<file path="src/rtl/sdp_pkg.sv">
package sdp_pkg;
  localparam int SDP_NSER = 16;
  localparam int SDP_DW   = 32;

  typedef struct packed {
    logic urun;
    logic ovrn;
  } sdp_err_t;
endpackage

</file>
<file path="src/rtl/sdp_lowest.sv">
module sdp_lowest #(
  parameter  int N  = 16,
  localparam int IW = (N > 1) ? $clog2(N) : 1
) (
  input  logic [N-1:0]  req,
  output logic [IW-1:0] idx,
  output logic          vld
);
  always_comb begin
    idx = '0;
    vld = |req;
    for (int k = N - 1; k >= 0; k--) begin
      if (req[k]) idx = IW'(k);
    end
  end
endmodule

</file>
<file path="src/rtl/sdp_tx_path.sv">
module sdp_tx_path #(
  parameter int NSER = 16,
  parameter int DW   = 32
) (
  input  logic             clk,
  input  logic             rst_n,
  input  logic             evt,
  input  logic             strobe,
  input  logic [NSER-1:0]  txmask,
  input  logic             acc_wr,
  input  logic [DW-1:0]    wdata,
  output logic [NSER*DW-1:0] tx_out,
  output logic [NSER-1:0]  pend,
  output logic             urun_evt
);
  localparam int IW = (NSER > 1) ? $clog2(NSER) : 1;

  logic [NSER-1:0] pend_q, pend_d;
  logic [IW-1:0]   wptr;
  logic            wvld;
  logic            wen;
  logic [NSER-1:0] below_ptr;

  sdp_lowest #(.N(NSER)) i_wsel (.req(pend_q), .idx(wptr), .vld(wvld));

  assign wen       = acc_wr && wvld && !evt;
  assign urun_evt  = strobe && (|pend_q);
  assign pend      = pend_q;
  assign below_ptr = (NSER'(1) << wptr) - NSER'(1);

  always_comb begin
    pend_d = pend_q;
    if (evt)      pend_d = txmask;
    else if (wen) pend_d[wptr] = 1'b0;
  end

  always_ff @(posedge clk or negedge rst_n) begin
    if (!rst_n) pend_q <= '0;
    else        pend_q <= pend_d;
  end

  for (genvar g = 0; g < NSER; g++) begin : g_lane
    logic [DW-1:0] hold_q, hold_d, out_q, out_d;

    always_comb begin
      hold_d = hold_q;
      if (wen && (wptr == IW'(g))) hold_d = wdata;
      out_d = out_q;
      if (strobe) out_d = (txmask[g] && !pend_q[g]) ? hold_q : '0;
    end

    always_ff @(posedge clk or negedge rst_n) begin
      if (!rst_n) begin
        hold_q <= '0;
        out_q  <= '0;
      end else begin
        hold_q <= hold_d;
        out_q  <= out_d;
      end
    end

    assign tx_out[g*DW +: DW] = out_q;

    AST_TX_ZERO_FILL: assert property (@(posedge clk) disable iff (!rst_n)
      (strobe && pend_q[g]) |=> (out_q == '0));
  end

  AST_TX_ONE_PER_WRITE: assert property (@(posedge clk) disable iff (!rst_n)
    wen |=> ($countones(pend_q) + 1 == $countones($past(pend_q))));
  AST_TX_ASCENDING: assert property (@(posedge clk) disable iff (!rst_n)
    wen |-> ((pend_q & below_ptr) == '0));
endmodule

</file>
<file path="src/rtl/sdp_rx_path.sv">
module sdp_rx_path #(
  parameter int NSER = 16,
  parameter int DW   = 32
) (
  input  logic               clk,
  input  logic               rst_n,
  input  logic               strobe,
  input  logic [NSER-1:0]    rxmask,
  input  logic [NSER*DW-1:0] rx_in,
  input  logic               acc_rd,
  output logic [DW-1:0]      rdata,
  output logic [NSER-1:0]    pend,
  output logic               ovrn_evt
);
  localparam int IW = (NSER > 1) ? $clog2(NSER) : 1;

  logic [NSER-1:0]    pend_q, pend_d;
  logic [IW-1:0]      rptr;
  logic               rvld;
  logic               ren;
  logic [NSER*DW-1:0] cap_flat;

  sdp_lowest #(.N(NSER)) i_rsel (.req(pend_q), .idx(rptr), .vld(rvld));

  assign ren      = acc_rd && rvld && !strobe;
  assign ovrn_evt = strobe && (|pend_q);
  assign pend     = pend_q;

  always_comb begin
    pend_d = pend_q;
    if (strobe)   pend_d = rxmask;
    else if (ren) pend_d[rptr] = 1'b0;
  end

  always_ff @(posedge clk or negedge rst_n) begin
    if (!rst_n) pend_q <= '0;
    else        pend_q <= pend_d;
  end

  for (genvar g = 0; g < NSER; g++) begin : g_lane
    logic [DW-1:0] cap_q, cap_d;

    always_comb begin
      cap_d = cap_q;
      if (strobe && rxmask[g]) cap_d = rx_in[g*DW +: DW];
    end

    always_ff @(posedge clk or negedge rst_n) begin
      if (!rst_n) cap_q <= '0;
      else        cap_q <= cap_d;
    end

    assign cap_flat[g*DW +: DW] = cap_q;
  end

  always_comb begin
    rdata = '0;
    for (int k = 0; k < NSER; k++) begin
      if (rvld && (rptr == IW'(k))) rdata = cap_flat[k*DW +: DW];
    end
  end

  AST_RX_ONE_PER_READ: assert property (@(posedge clk) disable iff (!rst_n)
    ren |=> ($countones(pend_q) + 1 == $countones($past(pend_q))));
  AST_RX_EMPTY_READS_ZERO: assert property (@(posedge clk) disable iff (!rst_n)
    (pend_q == '0) |-> (rdata == '0));
endmodule

</file>
<file path="src/rtl/sdp_port_seq.sv">
module sdp_port_seq
  import sdp_pkg::*;
#(
  parameter int NSER = SDP_NSER,
  parameter int DW   = SDP_DW
) (
  input  logic               clk,
  input  logic               rst_n,
  input  logic [NSER-1:0]    cfg_active,
  input  logic [NSER-1:0]    cfg_dir,
  input  logic               cfg_bussel,
  input  logic               slot_strobe,
  input  logic [NSER*DW-1:0] rx_in,
  input  logic               port_wr,
  input  logic [DW-1:0]      port_wdata,
  input  logic               port_rd,
  output logic [DW-1:0]      port_rdata,
  output logic [NSER*DW-1:0] tx_out,
  output logic               tx_ready,
  output logic               rx_ready,
  output logic               underrun,
  output logic               overrun,
  input  logic               err_clr
);
  logic [NSER-1:0] txmask, rxmask, tx_pend, rx_pend;
  logic            boot_q, boot_d;
  logic            tx_evt;
  logic            txr_q, txr_d, rxr_q, rxr_d;
  sdp_err_t        err_q, err_d, err_new;
  logic            acc_wr, acc_rd;

  assign txmask = cfg_active & cfg_dir;
  assign rxmask = cfg_active & ~cfg_dir;
  assign tx_evt = slot_strobe || boot_q;
  assign acc_wr = port_wr && !cfg_bussel;
  assign acc_rd = port_rd && !cfg_bussel;

  sdp_tx_path #(.NSER(NSER), .DW(DW)) i_tx (
    .clk(clk), .rst_n(rst_n), .evt(tx_evt), .strobe(slot_strobe),
    .txmask(txmask), .acc_wr(acc_wr), .wdata(port_wdata),
    .tx_out(tx_out), .pend(tx_pend), .urun_evt(err_new.urun)
  );

  sdp_rx_path #(.NSER(NSER), .DW(DW)) i_rx (
    .clk(clk), .rst_n(rst_n), .strobe(slot_strobe), .rxmask(rxmask),
    .rx_in(rx_in), .acc_rd(acc_rd), .rdata(port_rdata),
    .pend(rx_pend), .ovrn_evt(err_new.ovrn)
  );

  always_comb begin
    boot_d = 1'b0;
    txr_d  = tx_evt && (|txmask);
    rxr_d  = slot_strobe && (|rxmask);
    err_d  = err_clr ? err_new : (err_q | err_new);
  end

  always_ff @(posedge clk or negedge rst_n) begin
    if (!rst_n) begin
      boot_q <= 1'b1;
      txr_q  <= 1'b0;
      rxr_q  <= 1'b0;
      err_q  <= '0;
    end else begin
      boot_q <= boot_d;
      txr_q  <= txr_d;
      rxr_q  <= rxr_d;
      err_q  <= err_d;
    end
  end

  assign tx_ready = txr_q;
  assign rx_ready = rxr_q;
  assign underrun = err_q.urun;
  assign overrun  = err_q.ovrn;

  AST_UNDERRUN_STICKY: assert property (@(posedge clk) disable iff (!rst_n)
    (underrun && !err_clr) |=> underrun);
  AST_OVERRUN_STICKY: assert property (@(posedge clk) disable iff (!rst_n)
    (overrun && !err_clr) |=> overrun);
  AST_BUSSEL_FREEZE_TX: assert property (@(posedge clk) disable iff (!rst_n)
    (cfg_bussel && !tx_evt) |=> $stable(tx_pend));
  AST_BUSSEL_FREEZE_RX: assert property (@(posedge clk) disable iff (!rst_n)
    (cfg_bussel && !slot_strobe) |=> $stable(rx_pend));
  AST_TX_RESTART: assert property (@(posedge clk) disable iff (!rst_n)
    tx_ready |-> (tx_pend == txmask));
  AST_NO_TX_EMPTY: assert property (@(posedge clk) disable iff (!rst_n)
    (txmask == '0) |-> (!tx_ready && (tx_pend == '0)));
endmodule

</file>
<file path="config.mk">
export PLATFORM = sky130hd
export DESIGN_NAME = sdp_port_seq
export DESIGN_NICKNAME = d
export VERILOG_FILES = /design/src/rtl/sdp_pkg.sv /design/src/rtl/sdp_lowest.sv /design/src/rtl/sdp_tx_path.sv /design/src/rtl/sdp_rx_path.sv /design/src/rtl/sdp_port_seq.sv
export SDC_FILE = /design/constraint.sdc
export NUM_CORES = 2
export LEC_CHECK = 0
export BUFFER_PORTS_ARGS = -buffer_cell sky130_fd_sc_hd__clkbuf_2
export CORE_MARGIN = 2
export CORE_UTILIZATION = 25
export CTS_CLUSTER_DIAMETER = 50
export DETAILED_ROUTE_END_ITERATION = 12
export GPL_ROUTABILITY_DRIVEN = 0
export SLEW_MARGIN = 15
export SYNTH_ARGS = -nofsm -noshare
export SYNTH_HDL_FRONTEND = slang
export SYNTH_SLANG_ARGS = --single-unit
</file>
<file path="constraint.sdc">
create_clock -name clk -period 3.25 [get_ports clk]
set_input_delay 0.1625 -clock clk [delete_from_list [all_inputs] [get_ports clk]]
set_output_delay 0.1625 -clock clk [all_outputs]
set_load 0.05 [all_outputs]
</file>
==> results_dict.tcl <==
set metrics [dict create \
    p_switching_uw 16940 \
    min-delay-start "port_wdata[24]" \
    crit_path_end_kind "primary output" \
    hold-worst-slack_ns 0.06394 \
    arrival_ns 4.00 \
    worstHoldPathType "input port to flop" \
    synth_most_common_cell "dfrtp_1" \
    ys_seq_area_share_pct 63.69 \
    dp.final_hpwl_um 199300 \
    ff2ff_path_depth 13 \
    clkSlewWorstSetupHoldPaths_ns 0.06 \
    post_drt_wl_per_cell_um 29.39 \
    criticalPathCategory "flop to primary output" \
    max_clock_freq_mhz 240.1 \
    cts.sinks 1573 \
    fin_nets 6786 \
    start_util_pct 25.13 \
    path_common_cell "buf_12" \
    path_cells "buf_4, nor4_4, nand4_1, nor3_4, buf_12, nand3_4, buf_12, clkbuf_16, nor2_1, nor3_1, a221o_1, buf_12" \
    dieWidth_um 501.2 \
    nFillCells 23330 \
    die_area_um2 251200 \
    netlist_area_um2 61800 \
    crit_fanout 8 \
    slowest_stage "nor4_4" \
    p_leak_uw 0.04241 \
    hold_viol_final 0 \
    status "complete, but fails checks" \
    clock_latency_ns 0.85 \
    start_kind "flop" \
    io_buffers 1130 \
    num_rows 182 \
    syn_area_per_cell_um2 14.61 \
    r2r-end "i_rx.pend[10]$_DFFE_PN0P_" \
    synth_top_area_share_pct 63.65 \
    synthCells 4230 \
    ios 1131 \
    slowest_delay_ns 0.50 \
    grt_pass1_wl_um 387100 \
    clk_path_buf_depth 3 \
    syn_to_final_growth_pct 43.61 \
    drv_slew 0 \
    power_density_nw_per_um2 642.5 \
    die_h_um 501.2 \
    critical_path_buf_inv_count 5 \
    p_comb_share_pct 18.1 \
    maxSlewHeadroom_pct 25.54 \
    met2_length_um 135100 \
    post-route-period-util_pct 128.2 \
    fin_util_pct 36.09 \
    synth_seq_cells 1573 \
    peakVddDrop_v 0.0005028 \
    drc_errors 0 \
    ys_types 75 \
    grt_setup_unrepaired "yes" \
    ys_top_cells_by_area "dfrtp_1 (64%), mux2_2 (19%), a22o_1 (7.4%)" \
    required_ns 3.09 \
    antenna_found_initial 34 \
    worstReg2RegStart "i_rx.pend[6]$_DFFE_PN0P_" \
    worstSetupStartpoint "i_rx.pend[3]$_DFFE_PN0P_" \
    drive_gt1_share_pct 48.71 \
    dr.max_layer_used "met4" \
    pwr-share-clk_pct 40.8 \
    hold_depth 3 \
    num_vias 48250 \
    holdPathEnd "i_tx.g_lane[13].hold_q[24]$_DFFE_PN0P_" \
    yosysWarnings 0 \
    grt-ovfl-total 0 \
    fin_skew_ns 0.08041 \
    ant_nets 0 \
    core_region_area_um2 245900 \
    yosys.area.top_type "dfrtp_1" \
    violations "setup timing" \
    cts_root_buf "clkbuf_16" \
    p_int_uw 40090 \
    cts_made_buffers 198 \
    rrSetupSlack_ns 0.22 \
    wl_met1_um 102500 \
    setup-violations-final 32 \
    syn_nets 4813 \
    groute.usage.overall_pct 21.61 \
    grt_pass1_vias 50270 \
    grt_max_degree 183 \
    routed_wirelength_um 282800 \
    viasPerCell 5.014 \
    crit_family "simple AND/OR/NAND/NOR gates" \
    synth_commonest_cells "dfrtp_1 (1572), mux2_2 (1026), a22o_1 (519)" \
    sequentialPowerShare_pct 41.2 \
    wl_met3_um 25540 \
    drv_cap 0 \
    p_sw_share_pct 29.70 \
    fin_crit_ns 4.165 \
    async_flop_share_pct 100.0 \
    synth_edf_count 0 \
    ys.flop_type "dfrtp_1" \
    cts.htree.levels 4 \
    tightestPinTransition_ns 1.117 \
    worst_slack_ns -0.9154 \
    firstDrtPassIters 7 \
    cts_tree "built" \
    drtIter0Drc 4307 \
]
==> cell usage in the layout (no fill, tap or decap), types with 44 or more instances in the layout <==
cell type and instances:
nand2_1 89, a22o_1 518, clkbuf_16 207, dlygate4sd3_1 579, nor2_1 70, buf_6 46, mux2_2 1024, buf_4 278
o21ai_0 44, dfrtp_1 1567, clkbuf_2 1097, buf_12 77, o211ai_1 58
==> area by class of cell <==
| type | instances | area [µm²] | area share (%) |
|---|---|---|---|
| Clock inverter | 111 | 1445 | 1.628 |
| Timing Repair Buffer | 2096 | 15800 | 17.80 |
| Sequential cell | 1573 | 39370 | 44.36 |
| Tap cell | 3220 | 4029 | 4.539 |
| Clock buffer | 260 | 5590 | 6.299 |
| Antenna cell | 29 | 72.57 | 0.08176 |
| Inverter | 26 | 105.1 | 0.1184 |
| Multi-Input combinational cell | 2308 | 22350 | 25.18 |
==> worst register-to-register path: stages, from the launching register on <==
cell and delay (ns):
dfrtp_2 0.44, buf_6 0.14, or4_4 0.57, nor2_4 0.22
buf_6 0.13, buf_6 0.08, buf_6 0.09, buf_4 0.11
nand2_1 0.21, nand3b_1 0.49, inv_1 0.17, nand2_1 0.15
nand3_1 0.08, nand2_1 0.08
==> state kept, by name (all words and copies together) (netlist names) <==
register,count
i_rx.pend,16
underrun,1
i_tx.g_lane.out_q,512
rx_ready,1
tx_ready,1
i_rx.g_lane.cap_q,512
overrun,1
i_tx.pend,16
i_tx.g_lane.hold_q,512
boot_q,1
==> how the worst max path moves through the flow <==
| stage | endpoint | slack, ns | depth (start not counted) |
|---|---|---|---|
| 2_1_floorplan | port_rdata[15] | 0.18 | 10 |
| 3_3_place_gp | port_rdata[23] | -0.96 | 13 |
| 3_5_place_dp | port_rdata[23] | -0.97 | 13 |
| 4_1_cts | port_rdata[27] | -0.88 | 10 |
| 5_1_grt | port_rdata[23] | -0.97 | 13 |
| 6_report | port_rdata[3] | -0.92 | 12 |
==> stage by stage <==
stage	cells	TNS [ns]	setup WS, ns	power, µW	instance area [µm²]
2_1_floorplan	4230	0	0.1751	27320	61800
3_3_place_gp	8564	-2.733	-0.9609	32230	73680
3_5_place_dp	8565	-3.351	-0.9655	32420	73700
4_1_cts	9566	-23.24	-0.8841	56940	87880
5_1_grt	9609	-27.40	-0.9700	58780	88720
6_report	9623	-25.68	-0.9154	57020	88760
==> power by group through the flow <==
stage	combinational (µW)	clock, µW	sequential, µW
final	10300	23300	23500
after global routing	10700	24500	23600
after CTS	9950	23600	23400
after detailed placement	8760	0	23700
after global placement	8610	0	23600
after floorplan	3910	0	23400
==> cells by family (layout without fill, tap and decap cells) <==
| group | count (synthesis) | count (layout) | share of synthesized area [%] |
|---|---|---|---|
| other | 1 | 30 | 0.006068 |
| DFF | 1573 | 1573 | 63.69 |
| AOI/OAI and AO/OA | 937 | 937 | 12.32 |
| and+or+nand+nor | 320 | 320 | 2.660 |
| buffers and inverters | 349 | 2493 | 2.239 |
| muxes | 1050 | 1050 | 19.08 |
==> metal layers <==
metal  up-vias  GRT usage (%)
met2      2515          36.09
met3       693          6.973
li1      19840              -
met1     25210          23.99
met5         -              0
met4         0          12.91
==> repair_timing <==
| item | 4_1_cts | 5_1_grt |
|---|---|---|
| cloned | 2 | 7 |
| gates resized for setup | 178 | 107 |
| hold buffers | 580 | 0 |
| pin swaps | 70 | 72 |
| endpoints found under the setup margin | 32 | 32 |
| endpoints found under the hold margin | 1585 | 0 |
| setup buffers | 50 | 32 |
(Power assumes the default switching activity.)
